[src/rtl/drt_pkg.sv]
package drt_pkg;
  typedef enum logic [1:0] {
    RSP_NONE  = 2'd0,
    RSP_DATA  = 2'd1,
    RSP_RETRY = 2'd2,
    RSP_DISC  = 2'd3
  } rspKind_e;

  typedef struct packed {
    logic latchAddr;  // record start address, clear pointers
    logic fillWr;     // store one fetched word
    logic rdInc;      // advance the read pointer
  } dpStrobe_t;
endpackage

[src/rtl/drt_datapath.sv]
module drt_datapath
  import drt_pkg::*;
#(
  parameter int ADDR_W = 32,
  parameter int DATA_W = 32,
  parameter int WORDS  = 16,
  localparam int PTR_W = $clog2(WORDS + 1),
  localparam int IDX_W = (WORDS > 1) ? $clog2(WORDS) : 1
) (
  input  logic              clk,
  input  logic              rstN,
  input  dpStrobe_t         strobe,
  input  logic [ADDR_W-1:0] reqAddr,
  input  logic [DATA_W-1:0] memRspData,
  output logic [ADDR_W-1:0] pendAddr,
  output logic              addrMatch,
  output logic              fillLast,
  output logic              rdEmpty,
  output logic [DATA_W-1:0] rdData
);
  logic [DATA_W-1:0] bufMem [WORDS];
  logic [PTR_W-1:0]  fillPtr;
  logic [PTR_W-1:0]  rdPtr;

  always_ff @(posedge clk) begin
    if (!rstN) begin
      pendAddr <= '0;
      fillPtr  <= '0;
      rdPtr    <= '0;
    end else begin
      if (strobe.latchAddr) begin
        pendAddr <= reqAddr;
        fillPtr  <= '0;
        rdPtr    <= '0;
      end else begin
        if (strobe.fillWr) fillPtr <= fillPtr + 1'b1;
        if (strobe.rdInc)  rdPtr   <= rdPtr + 1'b1;
      end
    end
  end

  always_ff @(posedge clk) begin
    if (strobe.fillWr) bufMem[fillPtr[IDX_W-1:0]] <= memRspData;
  end

  assign addrMatch = (reqAddr == pendAddr);
  assign fillLast  = (fillPtr == PTR_W'(WORDS - 1));
  assign rdEmpty   = (rdPtr == PTR_W'(WORDS));
  assign rdData    = bufMem[rdPtr[IDX_W-1:0]];
endmodule

[src/rtl/drt_ctrl.sv]
module drt_ctrl
  import drt_pkg::*;
#(
  parameter int DISCARD_CYCLES = 1024,
  parameter int CNT_W          = 16,
  localparam int TMR_W = $clog2(DISCARD_CYCLES + 1)
) (
  input  logic             clk,
  input  logic             rstN,
  input  logic             reqValid,
  input  logic             reqStart,
  input  logic             reqLast,
  input  logic             addrMatch,
  input  logic             fillLast,
  input  logic             rdEmpty,
  input  logic             memReqReady,
  input  logic             memRspValid,
  output dpStrobe_t        strobe,
  output rspKind_e         rspKind,
  output logic             memReqValid,
  output logic [CNT_W-1:0] cntRetry,
  output logic [CNT_W-1:0] cntDone,
  output logic [CNT_W-1:0] cntDisc
);
  typedef enum logic [2:0] {ST_IDLE, ST_REQ, ST_FILL, ST_READY, ST_ACTIVE} state_e;

  state_e           state, stateNxt;
  logic [TMR_W-1:0] idleTmr;
  logic             acceptStart;

  always_comb begin
    stateNxt    = state;
    rspKind     = RSP_NONE;
    strobe      = '0;
    acceptStart = 1'b0;
    unique case (state)
      ST_IDLE: begin
        if (reqValid) begin
          rspKind = RSP_RETRY;
          if (reqStart) begin
            strobe.latchAddr = 1'b1;
            stateNxt         = ST_REQ;
          end
        end
      end
      ST_REQ: begin
        if (reqValid) rspKind = RSP_RETRY;
        if (memReqReady) stateNxt = ST_FILL;
      end
      ST_FILL: begin
        if (reqValid) rspKind = RSP_RETRY;
        if (memRspValid) begin
          strobe.fillWr = 1'b1;
          if (fillLast) stateNxt = ST_READY;
        end
      end
      ST_READY: begin
        if (reqValid && reqStart && addrMatch) begin
          rspKind      = RSP_DATA;
          strobe.rdInc = 1'b1;
          acceptStart  = 1'b1;
          stateNxt     = reqLast ? ST_IDLE : ST_ACTIVE;
        end else begin
          if (reqValid) rspKind = RSP_RETRY;
          if (idleTmr == TMR_W'(DISCARD_CYCLES - 1)) stateNxt = ST_IDLE;
        end
      end
      ST_ACTIVE: begin
        if (reqValid) begin
          if (reqStart) begin
            rspKind = RSP_RETRY;
          end else if (rdEmpty) begin
            rspKind  = RSP_DISC;
            stateNxt = ST_IDLE;
          end else begin
            rspKind      = RSP_DATA;
            strobe.rdInc = 1'b1;
            if (reqLast) stateNxt = ST_IDLE;
          end
        end
      end
      default: stateNxt = ST_IDLE;
    endcase
  end

  assign memReqValid = (state == ST_REQ);

  always_ff @(posedge clk) begin
    if (!rstN) begin
      state    <= ST_IDLE;
      idleTmr  <= '0;
      cntRetry <= '0;
      cntDone  <= '0;
      cntDisc  <= '0;
    end else begin
      state   <= stateNxt;
      idleTmr <= (state == ST_READY && stateNxt == ST_READY) ? idleTmr + 1'b1 : '0;
      if (rspKind == RSP_RETRY) cntRetry <= cntRetry + 1'b1;
      if (acceptStart)          cntDone  <= cntDone + 1'b1;
      if (rspKind == RSP_DISC)  cntDisc  <= cntDisc + 1'b1;
    end
  end
endmodule

[src/rtl/delayed_read_target.sv]
module delayed_read_target
  import drt_pkg::*;
#(
  parameter int ADDR_W         = 32,
  parameter int DATA_W         = 32,
  parameter int PREFETCH_BYTES = 64,
  parameter int DISCARD_CYCLES = 1024,
  parameter int CNT_W          = 16,
  localparam int WORDS = PREFETCH_BYTES / 4
) (
  input  logic              clk,
  input  logic              rstN,
  input  logic              reqValid,
  input  logic              reqStart,
  input  logic              reqLast,
  input  logic [ADDR_W-1:0] reqAddr,
  output logic [1:0]        rspKind,
  output logic [DATA_W-1:0] rspData,
  output logic              memReqValid,
  output logic [ADDR_W-1:0] memReqAddr,
  input  logic              memReqReady,
  input  logic              memRspValid,
  input  logic [DATA_W-1:0] memRspData,
  output logic [CNT_W-1:0]  cntRetry,
  output logic [CNT_W-1:0]  cntDone,
  output logic [CNT_W-1:0]  cntDisc
);
  dpStrobe_t strobe;
  rspKind_e  kind;
  logic      addrMatch, fillLast, rdEmpty;

  drt_ctrl #(.DISCARD_CYCLES(DISCARD_CYCLES), .CNT_W(CNT_W)) u_ctrl (
    .clk(clk), .rstN(rstN), .reqValid(reqValid), .reqStart(reqStart), .reqLast(reqLast),
    .addrMatch(addrMatch), .fillLast(fillLast), .rdEmpty(rdEmpty),
    .memReqReady(memReqReady), .memRspValid(memRspValid), .strobe(strobe),
    .rspKind(kind), .memReqValid(memReqValid),
    .cntRetry(cntRetry), .cntDone(cntDone), .cntDisc(cntDisc)
  );

  drt_datapath #(.ADDR_W(ADDR_W), .DATA_W(DATA_W), .WORDS(WORDS)) u_dp (
    .clk(clk), .rstN(rstN), .strobe(strobe), .reqAddr(reqAddr), .memRspData(memRspData),
    .pendAddr(memReqAddr), .addrMatch(addrMatch), .fillLast(fillLast),
    .rdEmpty(rdEmpty), .rdData(rspData)
  );

  assign rspKind = kind;
endmodule

[config.mk]
export PLATFORM = sky130hd
export DESIGN_NAME = delayed_read_target
export DESIGN_NICKNAME = d
export VERILOG_FILES = /design/src/rtl/drt_pkg.sv /design/src/rtl/drt_datapath.sv /design/src/rtl/drt_ctrl.sv /design/src/rtl/delayed_read_target.sv
export SDC_FILE = /design/constraint.sdc
export NUM_CORES = 1
export LEC_CHECK = 0
export ABC_AREA = 1
export BUFFER_PORTS_ARGS = -buffer_cell sky130_fd_sc_hd__buf_2
export CAP_MARGIN = 20
export CORE_UTILIZATION = 55
export DETAILED_ROUTE_END_ITERATION = 10
export PLACE_DENSITY = 0.82
export SYNTH_ARGS = -nofsm -noshare
export SYNTH_HDL_FRONTEND = slang
export SYNTH_HIERARCHICAL = 1
export SYNTH_SLANG_ARGS = --single-unit
[constraint.sdc]
create_clock -name clk -period 4.2 [get_ports clk]
set_clock_uncertainty 0.05 [all_clocks]
set_input_delay 1.05 -clock clk [delete_from_list [all_inputs] [get_ports clk]]
set_output_delay 1.05 -clock clk [all_outputs]
set_load 0.05 [all_outputs]
==> summary.txt <==
Floorplanning
  • Core Footprint: between 0.04 and 0.05 sq mm
  • Die Ht: between 200 and 250 um
  • Die W: between 200 and 250 um
  • IO Pins: 186
  • Die area: approximately 0.05 sq mm
  • Initial Utilization: between 50% and 60%
  • # rows: 80

Clocking
  • Post-CTS Resized: 0
  • CTS tree: built
  • Cts hold-fix bufs: 0
  • Sink Count: 620
  • Clock Tree Buf Depth: 3
  • Clk root buf: clkbuf_16
  • H-tree lvl count: 2
  • CTS Buf Count: 60
  • Worst-path clk slew: 0.05 ns
  • Postcts setup bufs: 0
  • Skew-Pair Late Insertion Delay: between 0.6 and 0.7 ns

Timing
  • Final hold violation count: 0
  • RSZ-0062 raised after global routing: no
  • Min Clock Period, post-route: 3.91 ns
  • Fin. max-slew vios: 0
  • Worst slew pin tran: 1.16 ns
  • Final period util: about 93%
  • Worst hold slack: approximately 0.40 ns
  • Slew margin rel.: a little under a quarter
  • TNS Setup: 0 ns
  • Setup-failing EPs final: 0
  • Fmax: approximately 0.26 GHz

Power and ir drop
  • VDD IR-drop max: around 0.00034 V
  • Switching pwr: approximately 2.7 mW
  • Sequential power share: between 50% and 60%
  • Clock share of power: between 40% and 50%
  • Power Dens Cells: about 410 mW/mm^2
  • Internal power: ~9.9 mW
  • Leakage: between 10 and 15 nW
  • Comb pwr share: about 3.2%
  • Sw Share: a little over a fifth

Global routing
  • Vias in the first global route: about 18000
  • Antenna violations before repair: 6
  • GRT overflow: 0
  • Total track usage: 25.5%
  • Largest net degree at the start of global routing: between 200 and 250
  • Global-route wire length before repair: just under 100000 um

Route
  • WL met2: approximately 32000 um
  • TritonRoute pass-1 iters: 7
  • Met3 routed WL: around 5700 um
  • Drt wl/cell: around 19 um
  • Initial DRC Count: 2162
  • ANT nets after route: 0
  • Post-route DRC: 0
  • Routed length on met1: about 25000 um
  • Post-Route WL: roughly 64000 um
  • Vias: ~19000
  • Top layer in use: met5
  • Via density per instance: approximately 5.7

Logic synthesis
  • Async SR Flop Fraction: 0%
  • Seq cells post-synth: 620
  • Cells after Synth: 2547
  • Synth unique cells: 39
  • Sequential cell area fraction in the yosys report: roughly two thirds
  • Syn_area_per_cell: roughly 11 sq um
  • Synth Flop Type: edfxtp_1
  • Syn Std Cell Area: 0.0270 sq mm
  • Net count after synthesis: roughly 2600
  • Post-synth EDFFs: about 510
  • Synth Warn #: 6

Place
  • Placed insts: 3265
  • GPL Wtd Cong: 0.858
  • Port bufs: 185
  • Area post-placement: around 0.029 sq mm
  • DP Wirelength: around 37000 um

Worst hold path
  • Worst min path class: reg2reg

Worst setup path
  • Critical Path Start Type: input pin
  • WP data arrival: approximately 2.8 ns
  • Crit-path max FO: 10
  • CP Class: in2out
  • Worst path required time: 3.10 ns
  • Crit. End Element: output port

Cells and area
  • Final instance area: about 0.031 sq mm
  • Area delta synth->final: 13.1%
  • Fraction of layout instances using a drive strength above 1: between 10% and 20%
  • Final #Nets: between 2000 and 3000
  • Finished Layout Cells: approximately 3400

Job
  • Max-Cap Viols: 0

Outcome
  • Status: completed
## critical path, stage by stage
cell	delay, ns
buf_2	0.12
nor2_1	0.09
nor2_1	0.05
nor2_1	0.11
nand2_1	0.06
nor2_1	0.15
nand2_1	0.10
nor2_1	0.23
nand3_1	0.15
inv_1	0.12
nand2_2	0.15
o21ai_2	0.14
buf_2	0.30
## metal layers
metal | vias to the layer above | GRT usage (%)
li1 | 9018 | -
met1 | 9097 | 33.1
met2 | 886 | 43.1
met3 | 130 | 5.06
met4 | 8 | 8.06
met5 | - | 0
## cells in the final DEF (no fill, tap or decap), types with 2 or more instances in the layout
cell        instances
nor3_1              4
a31oi_1             4
inv_2               4
clkbuf_16          63
a21oi_1           135
nand3_1           235
nand3_2             2
dfxtp_2             2
ha_1               11
clkinv_2           16
xnor2_1             2
xor2_1             17
buf_2             185
o21ai_0           107
edfxtp_1          512
dfxtp_1           104
nand3b_1            6
bufinv_16           6
buf_12             18
nand2_2             3
nor3b_1             2
nor2_4             16
nor2_1            189
o211ai_2           41
clkbuf_1           12
nor2_2              4
clkinv_4            2
o211ai_1          138
inv_1             367
clkinvlp_4          4
nand2_1           464
dfxtp_4             2
buf_4              27
nand4_1            13
o21ai_1            25
clkinv_1           12
## cells in the mapped netlist, types with 40 or more instances
master    instances  area (sq um)
o21ai_0         107           536
o211ai_2         41           513
inv_1           367          1380
o211ai_1        138          1040
buf_6            42           473
edfxtp_1        512         15400
nor2_1          206           773
clkbuf_1         40           150
dfxtp_1         108          2160
a21oi_1         135           676
nand3_1         235          1180
nand2_1         464          1740
## power groups by stage
stage,combinational [mW],clock [mW],sequential [mW]
after global placement,0.396,0,6.84
after global routing,0.445,5.75,6.71
after CTS,0.408,5.52,6.71
after floorplan,0.147,0,6.93
after detailed placement,0.407,0,6.84
final,0.407,5.45,6.71
## area by class of cell
| type | count | area (sq um) |
|---|---|---|
| flip-flops and latches | 620 | 17500 |
| fillers | 3525 | 17500 |
| multi-input cells | 1426 | 7300 |
| clock buffers | 75 | 1620 |
| repair buffers | 230 | 1490 |
| inverters | 374 | 1410 |
| well taps | 615 | 769 |
| clock inverters | 39 | 390 |
| diodes | 1 | 2.50 |
## state kept, by name, summed over array words and instances, names as in the netlist, named ones only
register	cells
u_ctrl/cntDisc	16
u_ctrl/cntDone	16
u_ctrl/cntRetry	16
u_ctrl/idleTmr	11
u_ctrl/state	3
u_dp/bufMem	512
u_dp/fillPtr	5
u_dp/pendAddr	32
u_dp/rdPtr	5
## kinds of logic after synthesis
logic type / synth area share (%)
buffers and inverters: 8.40
adder cells (fa/ha/maj): 0.510
flip-flops: 65.0
AO/OA/AOI/OAI: 10.9
XOR/XNOR: 0.617
AND/OR/NAND/NOR: 14.6
## worst paths after layout
| kind | startpoint | end | slack (ns) | depth (start not counted) |
|---|---|---|---|---|
| worst min register to register | u_ctrl/idleTmr[0]$_SDFF_PN0_ | u_ctrl/idleTmr[0]$_SDFF_PN0_ | 0.40 | 1 |
| worst min-delay path | u_ctrl/idleTmr[0]$_SDFF_PN0_ | u_ctrl/idleTmr[0]$_SDFF_PN0_ | 0.40 | 1 |
| worst max-delay path | reqAddr[12] | rspKind[0] | 0.29 | 13 |
| worst max register to register | u_dp/pendAddr[12]$_SDFFE_PN0P_ | u_ctrl/cntDisc[5]$_SDFFE_PN0N_ | 1.42 | 17 |
## per-stage QoR
stage | setup slack [ns] | power, mW | utilization [%]
after floorplan | 0.684 | 7.07 | -
after global placement | 0.385 | 7.24 | 59.3
after detailed placement | 0.319 | 7.25 | 59.3
after CTS | 0.312 | 12.6 | 63.5
after global routing | 0.154 | 12.9 | 63.5
final | 0.292 | 12.6 | 63.5
No activity file was read; power rests on OpenSTA's default activity.
